$ cat config.mk
export PLATFORM = sky130hd
export DESIGN_NAME = refresh_timer
export DESIGN_NICKNAME = d
export VERILOG_FILES = /design/src/rtl/rft_pkg.sv /design/src/rtl/rft_keygate.sv /design/src/rtl/rft_interval.sv /design/src/rtl/rft_refcount.sv /design/src/rtl/refresh_timer.sv
export SDC_FILE = /design/constraint.sdc
export NUM_CORES = 1
export LEC_CHECK = 0
export ABC_AREA = 1
export BUFFER_PORTS_ARGS = -buffer_cell sky130_fd_sc_hd__buf_2
export CAP_MARGIN = 20
export CORE_UTILIZATION = 40
export DETAILED_ROUTE_END_ITERATION = 10
export PLACE_DENSITY = 0.64
export SKIP_LAST_GASP = 1
export SYNTH_ARGS = -nofsm -noshare
export SYNTH_HDL_FRONTEND = slang
export SYNTH_HIERARCHICAL = 1
export SYNTH_SLANG_ARGS = --single-unit
$ cat constraint.sdc
create_clock -name clk -period 3.32 [get_ports clk]
set_input_delay 0.996 -clock clk [delete_from_list [all_inputs] [get_ports clk]]
set_output_delay 0.996 -clock clk [all_outputs]
set_load 0.05 [all_outputs]
$ cat src/rtl/rft_pkg.sv
package rft_pkg;
  localparam int CKS_W = 3;

  localparam logic [1:0] A_CTL = 2'd0;
  localparam logic [1:0] A_IVL = 2'd1;
  localparam logic [1:0] A_LIM = 2'd2;
  localparam logic [1:0] A_CNT = 2'd3;

  typedef struct packed {
    logic             auto_mode;
    logic             ref_en;
    logic             lim_sel;
    logic             ovf;
    logic             cmf;
    logic [CKS_W-1:0] cks;
  } ctl_t;
endpackage

$ cat src/rtl/rft_keygate.sv
module rft_keygate #(
  parameter int              KEY_W = 8,
  parameter logic [KEY_W-1:0] KEY  = '0
) (
  input  logic             wr,
  input  logic             word,
  input  logic [KEY_W-1:0] key_field,
  output logic             accept
);
  assign accept = wr && word && (key_field == KEY);
endmodule

$ cat src/rtl/rft_interval.sv
module rft_interval #(
  parameter int W = 8
) (
  input  logic         clk,
  input  logic         por_rst,
  input  logic         run,
  input  logic [W-1:0] limit,
  output logic [W-1:0] count,
  output logic         match
);
  assign match = run && (count == limit);

  always_ff @(posedge clk) begin
    if (por_rst)    count <= '0;
    else if (match) count <= '0;
    else if (run)   count <= count + 1'b1;
  end
endmodule

$ cat src/rtl/rft_refcount.sv
module rft_refcount #(
  parameter int W      = 10,
  parameter int LIM_HI = 1024,
  parameter int LIM_LO = 512
) (
  input  logic         clk,
  input  logic         por_rst,
  input  logic         inc,
  input  logic         lim_sel,
  input  logic         load,
  input  logic [W-1:0] load_val,
  output logic [W-1:0] count,
  output logic         ovf_evt
);
  localparam logic [W-1:0] TOP_HI = W'(LIM_HI - 1);
  localparam logic [W-1:0] TOP_LO = W'(LIM_LO - 1);

  logic [W-1:0] top;
  assign top     = lim_sel ? TOP_LO : TOP_HI;
  assign ovf_evt = inc && !load && (count == top);

  always_ff @(posedge clk) begin
    if (por_rst)      count <= '0;
    else if (load)    count <= load_val;
    else if (ovf_evt) count <= '0;
    else if (inc)     count <= count + 1'b1;
  end
endmodule

$ cat src/rtl/refresh_timer.sv
module refresh_timer
  import rft_pkg::*;
#(
  parameter int DATA_W = 16,
  parameter int IVL_W  = 8,
  parameter int CNT_W  = 10,
  parameter int LIM_HI = 1024,
  parameter int LIM_LO = 512
) (
  input  logic              clk,
  input  logic              por_rst,
  input  logic              man_rst,
  input  logic              standby,
  input  logic              presc_tick,
  input  logic              bus_wr,
  input  logic              bus_rd,
  input  logic              bus_word,
  input  logic [1:0]        bus_addr,
  input  logic [DATA_W-1:0] bus_wdata,
  output logic [DATA_W-1:0] bus_rdata,
  output logic              refresh_req
);
  localparam int LKEY_W = DATA_W - IVL_W;
  localparam int CKEY_W = DATA_W - CNT_W;
  localparam int CTL_W  = $bits(ctl_t);

  ctl_t             ctl_q;
  logic [CTL_W-1:0] ctl_bits;
  logic [IVL_W-1:0] lim_q;
  logic [IVL_W-1:0] ivl_cnt;
  logic [CNT_W-1:0] ref_cnt;
  logic             bus_ok, ctl_we, lim_we, cnt_we;
  logic             run, match, fire, ovf_evt;
  logic [DATA_W-1:0] rd_mux;

  assign bus_ok   = bus_wr && !man_rst;
  assign ctl_we   = bus_ok && (bus_addr == A_CTL);
  assign ctl_bits = ctl_q;

  rft_keygate #(.KEY_W(LKEY_W), .KEY(LKEY_W'(8'hA5))) u_lim_key (
    .wr(bus_ok && (bus_addr == A_LIM)), .word(bus_word),
    .key_field(bus_wdata[DATA_W-1 -: LKEY_W]), .accept(lim_we));

  rft_keygate #(.KEY_W(CKEY_W), .KEY(CKEY_W'(6'b101001))) u_cnt_key (
    .wr(bus_ok && (bus_addr == A_CNT)), .word(bus_word),
    .key_field(bus_wdata[DATA_W-1 -: CKEY_W]), .accept(cnt_we));

  assign run  = presc_tick && (ctl_q.cks != '0) && !standby;
  assign fire = match && ctl_q.ref_en && ctl_q.auto_mode;

  rft_interval #(.W(IVL_W)) u_ivl (
    .clk(clk), .por_rst(por_rst), .run(run), .limit(lim_q),
    .count(ivl_cnt), .match(match));

  rft_refcount #(.W(CNT_W), .LIM_HI(LIM_HI), .LIM_LO(LIM_LO)) u_cnt (
    .clk(clk), .por_rst(por_rst), .inc(fire), .lim_sel(ctl_q.lim_sel),
    .load(cnt_we), .load_val(bus_wdata[CNT_W-1:0]),
    .count(ref_cnt), .ovf_evt(ovf_evt));

  always_ff @(posedge clk) begin
    if (por_rst) begin
      ctl_q <= '0;
    end else begin
      if (ctl_we) begin
        ctl_q.cks       <= bus_wdata[CKS_W-1:0];
        ctl_q.lim_sel   <= bus_wdata[5];
        ctl_q.ref_en    <= bus_wdata[6];
        ctl_q.auto_mode <= bus_wdata[7];
        ctl_q.cmf       <= (ctl_q.cmf && bus_wdata[3]) || match;
        ctl_q.ovf       <= (ctl_q.ovf && bus_wdata[4]) || ovf_evt;
      end else begin
        ctl_q.cmf <= ctl_q.cmf || match;
        ctl_q.ovf <= ctl_q.ovf || ovf_evt;
      end
    end
  end

  always_ff @(posedge clk) begin
    if (por_rst)     lim_q <= '0;
    else if (lim_we) lim_q <= bus_wdata[IVL_W-1:0];
  end

  always_ff @(posedge clk) begin
    if (por_rst) refresh_req <= 1'b0;
    else         refresh_req <= fire;
  end

  always_comb begin
    unique case (bus_addr)
      A_CTL:   rd_mux = {{(DATA_W-CTL_W){1'b0}}, ctl_bits};
      A_IVL:   rd_mux = {{(DATA_W-IVL_W){1'b0}}, ivl_cnt};
      A_LIM:   rd_mux = {{(DATA_W-IVL_W){1'b0}}, lim_q};
      default: rd_mux = {{(DATA_W-CNT_W){1'b0}}, ref_cnt};
    endcase
  end

  always_ff @(posedge clk) begin
    if (por_rst || man_rst) bus_rdata <= '0;
    else if (bus_rd)        bus_rdata <= rd_mux;
  end
endmodule

==> Word level (Yosys, flattened, before mapping) <==
Cells that the tools add are included.
{ "op_classes": {"add_sub_neg": 2, "mux": 6, "n_eq_ne": 7, "reduce_logical": 29} }
{ "op_table": {"columns": ["op", "n"], "rows": [
  ["10-bit 2-to-1 mux", 4],
  ["10-bit case mux with 3 select lines", 1],
  ["1-bit logical AND", 17],
  ["10-bit by 1-bit adder with 10-bit output, second input constant", 1],
  ["10-bit equality test", 1],
  ["8-bit by 1-bit adder with 8-bit output, second input constant", 1],
  ["8-bit equality test", 1],
  ["8-bit equality test, second input constant", 1],
  ["6-bit equality test, second input constant", 1],
  ["3-bit nonzero test", 2],
  ["1-bit logical OR", 5],
  ["2-bit equality test, second input constant", 2],
  ["1-bit zero test", 3],
  ["2-bit by 1-bit equality test with 1-bit output, second input constant", 1],
  ["2-bit zero test", 1],
  ["2-bit 2-to-1 mux", 1],
  ["2-bit OR reduction", 1]
]} }
{ "word_totals": {"wordCells": 55, "output_inout_bits": 17, "input_bits": 26, "ff_bits": 51} }

==> Logic depth before layout (Yosys ltp) <==
Gate-level depths: netlist of the first run.
{ "logic_depth": {"word_depth": 10, "depth_mapped": 17, "ltp_nobuf": 17} }

==> Modules after synthesis <==
Netlist of the first run, hierarchy kept.
{ "modules_own_cells": {"columns": ["mod", "n_inst", "seq_area_each_um2", "area_each_um2", "cells_each"], "rows": [
  ["refresh_timer", 1, 540.5, 1286.2, 187],
  ["rft_refcount", 1, 200.2, 688.2, 104],
  ["rft_interval", 1, 160.2, 503.0, 80],
  ["rft_keygate at u_lim_key", 1, 0.0, 45.0, 10],
  ["rft_keygate at u_cnt_key", 1, 0.0, 40.0, 10]
]} }

==> Worst setup path before layout of the first run <==
No wires, ideal clock.
{ "synth_timing": {"path_type": "input port to flip-flop", "startpoint": "input presc_tick", "endpoint": "register u_cnt.count[6]", "setup_time_ns": 0.131, "cell_stages": 17, "arrival_time_ns": 2.651, "required_ns": 3.189, "path_buffers": 0, "slack_ns": 0.538, "cell_sequence": "o31ai_1 > nor2_1 > inv_1 > a21oi_1 > nand2_1 > nor2_2 > nand3_2 > inv_1 > inv_1 > nor3_1 > nand3_1 > inv_1 > nand2_1 > nor2_4 > nor2_4 > nand2_1 > a21oi_2"} }
{ "synth_via": {"elab_chain_len": 9, "elab_cells_between_ends": 10, "classes_between": "mux (2); reduce/logical (8)"} }
{ "synth_rtl": {"columns": ["item", "line_no", "rtl"], "rows": [
  ["start, declared", "refresh_timer.sv:14", "input logic presc_tick,"],
  ["1-bit logical AND * (2 in series)", "refresh_timer.sv:48", "assign run = presc_tick && (ctl_q.cks != '0) && !standby;"],
  ["net run", "refresh_timer.sv:33", "logic run, match, fire, ovf_evt;"],
  ["1-bit logical AND *", "rft_interval.sv:11", "assign match = run && (count == limit);"],
  ["net match", "refresh_timer.sv:33", null],
  ["1-bit logical AND * (2 in series)", "refresh_timer.sv:49", "assign fire = match && ctl_q.ref_en && ctl_q.auto_mode;"],
  ["net fire", "refresh_timer.sv:33", null],
  ["1-bit logical AND * (2 in series)", "rft_refcount.sv:20", "assign ovf_evt = inc && !load && (count == top);"],
  ["net ovf_evt", "refresh_timer.sv:33", null],
  ["10-bit 2-to-1 mux", "rft_refcount.sv:25", "else if (ovf_evt) count <= '0;"],
  ["10-bit 2-to-1 mux", "rft_refcount.sv:24", "else if (load) count <= load_val;"],
  ["end signal, assigned", "rft_refcount.sv:24", null],
  ["end signal, assigned", "rft_refcount.sv:26", "else if (inc) count <= count + 1'b1;"],
  ["end, declared", "rft_refcount.sv:12", "output logic [W-1:0] count,"]
]} }
Mark *: on every way through the listed nets, which the timed path passes. The rest lies on a longest branch.
A chain may end at the register's enable or synchronous reset.

==> Worst setup path after layout of the first run <==
{ "layout_timing": {"startpoint": "input presc_tick", "endpoint": "register u_cnt.count[9]"} }
Same word-level chain as after synthesis.

==> results.py, run 1 <==
metrics = {
    "timing": {
        "finalMaxSlewViolations": 0,
        "post-route-min-period_ns": 2.64,
        "fin_crit_sh_pct": 79.5,
        "fmax_mhz": 379,
        "grt_setup_unrepaired": "false",
        "fin_hold_ws_ns": 0.463,
        "fin_worst_skew_ns": 0.00660,
        "totalNegativeSetupSlack_ns": 0,
        "hold_viol_final": 0,
        "setup_viol": 0,
    },
    "logic_synthesis": {
        "ys_warn_count": 6,
        "synth_xor_xnor_area_share_pct": 3.76,
        "synth.distinct_cells": 33,
        "synth_compound_area_share_pct": 13.7,
        "synth.avg_cell_area_um2": 6.55,
        "ys.flop_type": "dfxtp_1",
        "synth_edf_count": 0,
        "synth-async-reset-ratio_pct": 0,
        "synth_area_leaders": "dfxtp_1 (35%), nand2_1 (12%), nor2_1 (8.9%)",
        "synth_common_cells": "nand2_1 (84), nor2_1 (61), inv_1 (49)",
        "synth_area_um2": 2560,
        "synth_top_area_share_pct": 35.2,
        "synth_top_family_by_area": "simple AND/OR/NAND/NOR gates",
        "synth_seq_cells": 45,
        "post-synth-top-count-cell": "nand2_1",
        "synth_mux_area_share_pct": 0,
        "synth_simple_gate_area_share_pct": 34.8,
        "syn_inst": 391,
        "yosysTopAreaCell": "dfxtp_1",
        "ys_seq_area_share_pct": 35.2,
        "synthAdderAreaFrac_pct": 0.977,
    },
    "power_and_ir_drop": {
        "ir_drop_v": 0.000208,
        "switchingPower_uw": 272,
        "p_per_area_nw_per_um2": 348,
        "clock_power_share_pct": 33.7,
        "switching_share_pct": 27.3,
        "leakagePower_nw": 1.26,
        "p_seq_share_pct": 55.2,
        "p_int_uw": 725,
        "p_comb_share_pct": 11.1,
    },
    "clocking": {
        "cts_hold_buf": 0,
        "cts_buffers": 5,
        "cts_buffer_depth": 2,
        "post_cts_buffers": 0,
        "cts_sinks": 45,
        "clk_latency_ns": 0.30,
        "htreeDepth": 2,
        "cts.repair.resized": 0,
        "clk_transition_reported_paths_ns": 0.09,
        "clockRootBuffer": "clkbuf_8",
        "cts_tree": "yes",
    },
    "die": {
        "dieWidth_um": 82.0,
        "ios": 43,
        "core_area_um2": 6060,
        "start_util_pct": 42.3,
        "num_rows": 28,
        "die_area_um2": 6730,
        "dieHeight_um": 82.0,
    },
    "global_routing": {
        "grt_usage_pct": 20.6,
        "grt_util_met2_pct": 31.6,
        "grt_overflow": 0,
        "grt_pass1_vias": 2202,
        "grt.busiest_layer": "met2",
        "grt_pass1_wl_um": 10400,
        "grt_max_degree": 21,
        "met3_usage_pct": 3.78,
        "use_met1_pct": 29.3,
        "antenna_found_initial": 0,
    },
    "setup_path": {
        "critPathBufInv": 5,
        "cp_slowest_cell": "nor3_1",
        "cp-end-kind": "flop",
        "cp.required_ns": 3.50,
        "cp.arrival_ns": 2.82,
        "crit_type": "in2reg",
        "cpLargestDelayFamily": "simple AND/OR/NAND/NOR gates",
        "cp-start-kind": "input port",
        "crit_path_cell_trace": "buf_2, o31ai_1, nor2_1, inv_1, a21oi_1, nand2_1, nor2_2, nand3_2, inv_1, inv_1, nor3_1, nand3_1, inv_1, nand2_1, nor2_4, nor2_4, nand2_1, a21oi_1",
        "cpMostUsedCell": "inv_1",
        "cpPeakStageDelay_ns": 0.36,
        "cp_max_fo": 6,
    },
    "detailed_routing": {
        "drt-initial-drc-count": 138,
        "wl_um": 6400,
        "post_drt_wl_per_cell_um": 12.7,
        "viasPerCell": 4.95,
        "vias": 2490,
        "postRouteAntennaNets": 0,
        "drt_first_pass_iters": 4,
        "drc": 0,
    },
    "min_path": {
        "holdCritPathClass": "reg2reg",
    },
    "cells_and_area": {
        "drive_gt1_share_pct": 15.7,
        "nets": 455,
        "post-route-util_pct": 47.2,
        "antennaDiodeCount": 0,
        "syn_to_final_growth_pct": 11.7,
    },
    "status": {
        "status": "finished, final reports clean",
    },
    "place": {
        "place.gp.congestion": 0.937,
        "io_buffer_count": 36,
        "dpl.hpwl_um": 4980,
    },
    "flow_run": {
        "drv_cap": 0,
    },
}
-- layer usage --
metal | routed length (um) | vias up
met3 | 385 | 6
met4 | 68 | 0
met2 | 2850 | 68
met5 | 0 | -
met1 | 3100 | 1108
li1 | - | 1308
-- cells by family (layout without fill, tap and decap cells) --
family	Yosys count	count (layout)
and+or+nand+nor	202	202
DFF	45	45
other	1	6
buffers and inverters	67	99
xor gates and xnor gates	11	11
adders and majority gates	2	2
AOI/OAI and AO/OA	63	63
-- stage by stage --
stage	instance area, um^2	power (mW)	setup slack (ns)	cells
final	2860	0.997	0.680	503
after global routing	2860	1.05	0.435	503
after CTS	2860	1.01	0.703	503
after global placement	2780	0.674	0.468	495
after floorplan	2580	0.644	0.538	396
after detailed placement	2780	0.674	0.388	495
-- flip-flops by register name, indices dropped and copies added, names as in the netlist --
| name | flops |
|---|---|
| bus_rdata | 10 |
| u_cnt/count | 10 |
| ctl_bits | 8 |
| lim_q | 8 |
| u_ivl/count | 8 |
| refresh_req | 1 |
-- cell usage in the layout, fill, tap and decap left out, drive strengths merged, types with 9 or more instances in the layout --
cell type / n
nand2: 88
nor2: 73
inv: 51
dfxtp: 45
buf: 39
nand3: 29
o21ai: 27
a21oi: 23
a22oi: 9
xor2: 9
-- worst min-delay path, cell delays in order, from the launching register on --
cell     delay (ns)
dfxtp_1        0.31
nand2_1        0.06
a21oi_1        0.05
-- cell type report --
type | count | area [um^2]
clock inverter | 1 | 7.51
multi-input combinational | 284 | 1390
fill | 649 | 3200
timing repair buffer | 39 | 203
tap | 75 | 93.8
inverter | 52 | 195
sequential | 45 | 901
clock buffer | 7 | 76.3
-- power groups by stage --
stage,Combinational (mW),Clock (mW),Sequential [mW]
final,0.111,0.336,0.550
after global routing,0.123,0.372,0.551
after CTS,0.112,0.352,0.550
after detailed placement,0.111,0,0.563
after global placement,0.111,0,0.563
after floorplan,0.0714,0,0.572
-- final timing paths --
check	depth (start not counted)	slack (ns)	startpoint	endpoint
worst max-delay path	18	0.68	presc_tick	u_cnt/count[9]
worst min-delay path	2	0.46	bus_rdata[2]	bus_rdata[2]
worst max register to register	17	1.05	ctl_bits[1]	u_cnt/count[9]
worst min register to register	2	0.46	bus_rdata[2]	bus_rdata[2]
No activity file was read; power rests on OpenSTA's default activity.
==> run 2: changes to the inputs <==
ABC_AREA = 0   (was 1)
clock period = 2.5 ns   (was 3.32 ns; I/O delays follow)
==> run 2 against run 1 <==
Effect of this change:
- via count decreased by 23%
- critical path depth decreased by 8
- synthesized cell count decreased by 37%
- area after synthesis decreased by 5.6%
- global-route usage decreased by 1.5 points
- count of clock-buffer cells in the layout unchanged
- die area decreased by 5.4%
- sequential cell count unchanged
- power increased by 29%
- first-iteration DRC count increased by 42%
- non-clock buffer count increased by 6
- critical path type unchanged
- largest cell class unchanged
==> results.py, run 2 <==
metrics = {
    "setup_path": {
        "cp.arrival_ns": 2.47,
        "reg2reg_slack_ns": 0.36,
        "worstReg2RegEnd": "u_cnt/count[8]",
        "cp_max_fo": 9,
        "rr_startpoint": "ctl_bits[2]",
        "ff2ff_path_depth": 10,
        "crit_path_cell_trace": "buf_2, nor3b_1, nand2_1, nor3_4, and3_1, buf_4, nand3_1, nor3_2, xnor2_1, a211oi_2",
        "cp.required_ns": 2.72,
        "cpPeakStageDelay_ns": 0.32,
        "cp-start-kind": "input port",
        "crit_type": "in2reg",
        "cp-end-kind": "flop",
        "cp_slowest_cell": "nor3b_1",
    },
    "die": {
        "start_util_pct": 42.6,
        "die_area_um2": 6360,
        "ios": 43,
        "core_area_um2": 5680,
        "dieHeight_um": 79.8,
        "num_rows": 27,
        "dieWidth_um": 79.8,
    },
    "power_and_ir_drop": {
        "leakagePower_nw": 1.07,
        "p_int_uw": 976,
        "p_per_area_nw_per_um2": 469,
        "ir_drop_v": 0.000193,
        "switchingPower_uw": 311,
        "p_comb_share_pct": 8.2,
        "switching_share_pct": 24.2,
        "p_seq_share_pct": 56.1,
        "clock_power_share_pct": 35.8,
    },
    "place": {
        "place.gp.congestion": 0.825,
        "placed_cell_area_um2": 2660,
        "io_buffer_count": 36,
        "dpl.hpwl_um": 4150,
    },
    "timing": {
        "fin_worst_skew_ns": 0.00950,
        "finalMaxSlewViolations": 0,
        "setup_viol": 0,
        "fin_hold_ws_ns": 0.474,
        "grt_setup_unrepaired": "false",
        "fin_crit_sh_pct": 90.2,
        "hold_viol_final": 0,
        "post-route-min-period_ns": 2.25,
        "fmax_mhz": 444,
    },
    "detailed_routing": {
        "postRouteAntennaNets": 0,
        "vias": 1917,
        "viasPerCell": 5.38,
        "post_drt_wl_per_cell_um": 15.8,
        "drc": 0,
        "drt_first_pass_iters": 4,
        "wl_um": 5620,
        "drt-initial-drc-count": 196,
    },
    "min_path": {
        "whs_endpoint": "bus_rdata[9]",
        "holdPathStages": 2,
        "holdCritPathClass": "reg2reg",
        "hp-start": "bus_rdata[9]",
    },
    "clocking": {
        "cts_buffer_depth": 2,
        "clk_latency_ns": 0.30,
        "htreeDepth": 2,
        "post_cts_buffers": 0,
        "cts_buffers": 5,
        "clk_transition_reported_paths_ns": 0.07,
        "cts_hold_buf": 0,
        "cts_sinks": 45,
        "clockRootBuffer": "clkbuf_8",
        "cts_tree": "yes",
        "cts.repair.resized": 0,
    },
    "global_routing": {
        "grt_pass1_wl_um": 9080,
        "grt_usage_pct": 19.1,
        "antenna_found_initial": 0,
        "grt_pass1_vias": 1819,
        "grt_max_degree": 21,
        "grt_overflow": 0,
    },
    "logic_synthesis": {
        "synth_area_um2": 2420,
        "post-synth-top-count-cell": "dfxtp_1",
        "synth-async-reset-ratio_pct": 0,
        "yosysTopAreaCell": "dfxtp_1",
        "synth_common_cells": "dfxtp_1 (45), nor2_1 (31), mux2i_1 (23)",
        "ys.flop_type": "dfxtp_1",
        "ys_seq_area_share_pct": 37.2,
        "syn_inst": 247,
        "synth_area_leaders": "dfxtp_1 (37%), mux2i_1 (9.5%), mux4_2 (5.6%)",
        "ys_warn_count": 6,
        "synth_top_area_share_pct": 37.2,
        "synth_seq_cells": 45,
        "synth.avg_cell_area_um2": 9.80,
        "synth_edf_count": 0,
        "synth.distinct_cells": 49,
    },
    "cells_and_area": {
        "layout_common_cells": "dfxtp_1 (45), buf_2 (36), nor2_1 (31), mux2i_1 (23), xnor2_1 (14)",
        "final_common_cell": "dfxtp_1",
        "fillers": 567,
        "stdcell_area_um2": 2740,
        "nets": 312,
        "top_regs": "bus_rdata: 10 flops, u_cnt/count: 10 flops",
        "antennaDiodeCount": 0,
        "syn_to_final_growth_pct": 13.4,
        "drive_gt1_share_pct": 24.3,
    },
    "status": {
        "status": "finished, final reports clean",
    },
    "flow_run": {
        "drv_cap": 0,
    },
}
## run 2: cell count changes after synthesis, moves of 12 or more
cell / delta
nor2_1: -30
nand2_1: -77
nand3_1: -24
inv_1: -45
xnor2_1: +12
o21ai_0: -19
mux2i_1: +23
## run 2: worst max path at each step
stage / to / slack (ns) / depth (start not counted) / start
3_5_place_dp: u_cnt/count[8] / -0.05 / 10 / standby
4_1_cts: u_cnt/count[8] / 0.25 / 10 / standby
2_1_floorplan: u_cnt/count[8] / 0.009 / 10 / standby
3_3_place_gp: u_cnt/count[8] / 0.02 / 10 / standby
6_report: u_cnt/count[8] / 0.25 / 10 / standby
5_1_grt: u_cnt/count[8] / 0.08 / 10 / standby
## run 2: final cells by class
class,instances,area (um^2),share of cell area (%)
multi-input cells,183,1400,51.2
flip-flops and latches,45,901,32.8
repair buffers,45,248,9.03
well taps,72,90.1,3.28
clock buffers,7,86.3,3.15
inverters,4,15.0,0.547
## run 2: metrics by stage
| step | total power [mW] | TNS, ns | std cells | setup WS [ns] | util, % |
|---|---|---|---|---|---|
| after floorplan | 0.810 | 0 | 252 | 0.00900 | - |
| after global placement | 0.843 | 0 | 349 | 0.0201 | 46.8 |
| after detailed placement | 0.844 | -0.152 | 349 | -0.0538 | 46.8 |
| after CTS | 1.30 | 0 | 356 | 0.255 | 48.3 |
| after global routing | 1.34 | 0 | 356 | 0.0799 | 48.3 |
| final | 1.29 | 0 | 356 | 0.245 | 48.3 |
## run 2: logic make-up after synthesis
kind of cell | after synthesis | synth area share [%]
muxes | 31 | 17.3
xor gates and xnor gates | 21 | 7.60
DFF | 45 | 37.2
and+or+nand+nor | 95 | 23.0
adders and majority gates | 2 | 1.03
AOI/OAI and AO/OA | 28 | 8.17
other | 1 | 0.155
buffers and inverters | 24 | 5.53
## run 2: power by group through the flow
stage | combinational, mW | clock (mW) | sequential, mW
3_3_place_gp | 0.104 | 0 | 0.739
5_1_grt | 0.112 | 0.501 | 0.723
2_1_floorplan | 0.0717 | 0 | 0.739
6_report | 0.105 | 0.460 | 0.722
4_1_cts | 0.105 | 0.468 | 0.722
3_5_place_dp | 0.105 | 0 | 0.739
## run 2: layer usage
layer	routed length, um	track usage [%]	vias up
met4	120	7.68	0
met1	2570	25.3	894
li1	-	-	950
met5	0	0	-
met3	322	3.89	9
met2	2600	30.3	64
## run 2: critical path: cells and delay by family
| family | cells | cell delay (ns) |
|---|---|---|
| xor gates and xnor gates | 1 | 0.10 |
| and+or+nand+nor | 6 | 1.14 |
| buffers and inverters | 2 | 0.26 |
| AOI/OAI and AO/OA | 1 | 0.22 |
==> run 3: changes to the inputs <==
PLACE_DENSITY = 0.65   (was 0.64)
SYNTH_HIERARCHICAL = not set   (was 1)
==> run 3 against run 2 <==
Effect of this change:
- global-route usage about the same
- first-iteration DRC count down 50%
- worst hold slack gained 0.0033 ns
- routed wire length is 1.1% lower
- register-to-register slack worse by 0.03 ns
- sequential cell count did not move
- critical path type is now reg2reg
==> results.py, run 3 <==
metrics = {
    "logic_synthesis": {
        "synth_top_area_share_pct": 38.6,
        "post-synth-top-count-cell": "nor2_1",
        "synth.avg_cell_area_um2": 9.25,
        "synth_common_cells": "nor2_1 (46), dfxtp_1 (45), mux2i_1 (22)",
        "ys_warn_count": 0,
        "ys.flop_type": "dfxtp_1",
        "synth-async-reset-ratio_pct": 0,
        "synth_area_leaders": "dfxtp_1 (39%), mux2i_1 (9.4%), nor2_1 (7.4%)",
        "ys_seq_area_share_pct": 38.6,
        "synth_edf_count": 0,
        "yosysTopAreaCell": "dfxtp_1",
        "synth_seq_cells": 45,
        "syn_inst": 252,
        "synth_area_um2": 2330,
        "synth.distinct_cells": 41,
    },
    "setup_path": {
        "cpLargestDelayFamily": "simple AND/OR/NAND/NOR gates",
        "path_depth": 6,
        "worstReg2RegEnd": "u_cnt.count[6]",
        "crit_path_cell_trace": "xor2_1, nor4_2, nand4_1, buf_4, or4_1, a311oi_1",
        "reg2reg_slack_ns": 0.33,
        "crit_type": "reg2reg",
        "ff2ff_path_depth": 6,
        "cp.arrival_ns": 2.40,
        "cp_slowest_cell": "dfxtp_1",
        "critPathBufInv": 1,
        "cp-start-kind": "flop",
        "cp-end-kind": "flop",
        "cp_max_fo": 6,
        "cp.required_ns": 2.72,
        "cpPeakStageDelay_ns": 0.45,
        "rr_startpoint": "u_ivl.count[5]",
    },
    "detailed_routing": {
        "topRoutingLayerUsed": "met4",
        "postRouteAntennaNets": 0,
        "wl_um": 5560,
        "dr_wl_met3_um": 337,
        "vias": 1969,
        "drt-initial-drc-count": 98,
        "wl_met1_um": 2610,
        "met2_length_um": 2510,
        "post_drt_wl_per_cell_um": 15.3,
        "drc": 0,
        "drt_first_pass_iters": 4,
        "viasPerCell": 5.41,
    },
    "timing": {
        "fin_crit_sh_pct": 86.9,
        "worst_pin_slew_ns": 0.618,
        "finalMaxSlewViolations": 0,
        "setup_viol": 0,
        "slew_headroom_pct": 58.5,
        "fin_hold_ws_ns": 0.478,
        "grt_setup_unrepaired": "false",
        "fin_worst_skew_ns": 0.00671,
        "fmax_mhz": 460,
        "hold_viol_final": 0,
        "post-route-min-period_ns": 2.17,
        "totalNegativeSetupSlack_ns": 0,
    },
    "die": {
        "start_util_pct": 41.8,
        "dieHeight_um": 78.3,
        "core_area_um2": 5570,
        "die_area_um2": 6140,
        "ios": 43,
        "num_rows": 27,
        "dieWidth_um": 78.3,
    },
    "cells_and_area": {
        "top_regs": "bus_rdata: 10 flops, u_cnt.count: 10 flops",
        "multiInputGateArea_um2": 1340,
        "fillers": 545,
        "final_common_cell": "nor2_1",
        "nets": 319,
        "drive_gt1_share_pct": 22.9,
        "post-route-util_pct": 48.5,
        "antennaDiodeCount": 0,
        "seq_area_um2": 901,
        "final_cells": 364,
        "syn_to_final_growth_pct": 15.9,
        "layout_common_cells": "nor2_1 (46), dfxtp_1 (45), buf_2 (36), mux2i_1 (22), nand2_1 (12)",
    },
    "min_path": {
        "holdPathStages": 2,
        "hp-start": "bus_rdata[8]",
        "whs_endpoint": "bus_rdata[8]",
        "holdCritPathClass": "reg2reg",
    },
    "clocking": {
        "cts_buffers": 5,
        "clk_transition_reported_paths_ns": 0.09,
        "htreeDepth": 2,
        "cts_tree": "yes",
        "cts_sinks": 45,
        "cts.repair.resized": 0,
        "post_cts_buffers": 0,
        "clockRootBuffer": "clkbuf_8",
        "clk_latency_ns": 0.31,
        "cts_hold_buf": 0,
        "cts_buffer_depth": 2,
    },
    "global_routing": {
        "grt_pass1_vias": 1787,
        "grt_max_degree": 22,
        "grt_overflow": 0,
        "grt_pass1_wl_um": 8810,
        "grt_usage_pct": 19.1,
        "antenna_found_initial": 0,
    },
    "power_and_ir_drop": {
        "ir_drop_v": 0.000330,
        "p_per_area_nw_per_um2": 492,
        "leakagePower_nw": 1.15,
    },
    "place": {
        "dpl.hpwl_um": 4130,
        "dp.cells": 356,
        "place.gp.congestion": 0.881,
        "io_buffer_count": 36,
    },
    "status": {
        "status": "finished, final reports clean",
    },
    "flow_run": {
        "drv_cap": 0,
    },
}
[run 3: changes by cell type in the layout (fill, tap and decap cells not counted), sizes merged, moves of 5 or more]
cell / delta
nor2: +15
nor3: -10
a311oi: +8
xnor2: -8
a21oi: -7
nor3b: -6
nand2: +5
[run 3: layout make-up]
cell class	count	share of cell area (%)
Clock inverter	1	0.185
Clock buffer	7	3.57
Multi-Input combinational cell	190	49.7
Tap cell	72	3.33
Sequential cell	45	33.3
Inverter	3	0.417
Timing Repair Buffer	46	9.45
[run 3: worst max-delay path by stage]
stage | start | end | slack, ns
after floorplan | standby | u_cnt.count[4] | 0.24
after global placement | standby | u_cnt.count[8] | 0.05
after detailed placement | standby | u_cnt.count[6] | 0.02
after CTS | u_ivl.count[5] | u_cnt.count[6] | 0.31
after global routing | u_ivl.count[5] | u_cnt.count[6] | 0.20
final | u_ivl.count[5] | u_cnt.count[6] | 0.33
[run 3: per-stage QoR]
stage	power (mW)	setup slack, ns	area (um^2)
floorplan	0.810	0.243	2350
global placement	0.841	0.0468	2600
detailed placement	0.843	0.0245	2600
CTS	1.34	0.311	2700
global route	1.38	0.205	2700
finish	1.33	0.327	2700
[run 3: worst reg2reg max path: cells and delay by family, from the launching register on]
kind                   cells  cell delay [ns]
buffers and inverters      1             0.21
AO/OA/AOI/OAI              1             0.26
flip-flops                 1             0.45
AND/OR/NAND/NOR            3             1.03
XOR/XNOR                   1             0.14
[run 3: layer usage]
layer  GRT usage [%]  up-vias
met1            25.6      922
met5               0        -
met4            7.04        0
met3            4.65        6
li1                -      979
met2            29.6       62
[run 3: power breakdown]
| group | internal, mW | switching [mW] | total [mW] |
|---|---|---|---|
| registers | 0.719 | 0.00305 | 0.722 |
| logic | 0.0374 | 0.0662 | 0.104 |
| clock network | 0.250 | 0.252 | 0.502 |
[run 3: logic make-up after synthesis]
logic type | Yosys count | synth area share (%)
AND/OR/NAND/NOR | 108 | 24.2
flip-flops | 45 | 38.6
multiplexers | 30 | 17.3
AO/OA/AOI/OAI | 27 | 7.68
buffers and inverters | 22 | 4.56
XOR/XNOR | 17 | 6.39
adder cells (fa/ha/maj) | 2 | 1.07
other | 1 | 0.161
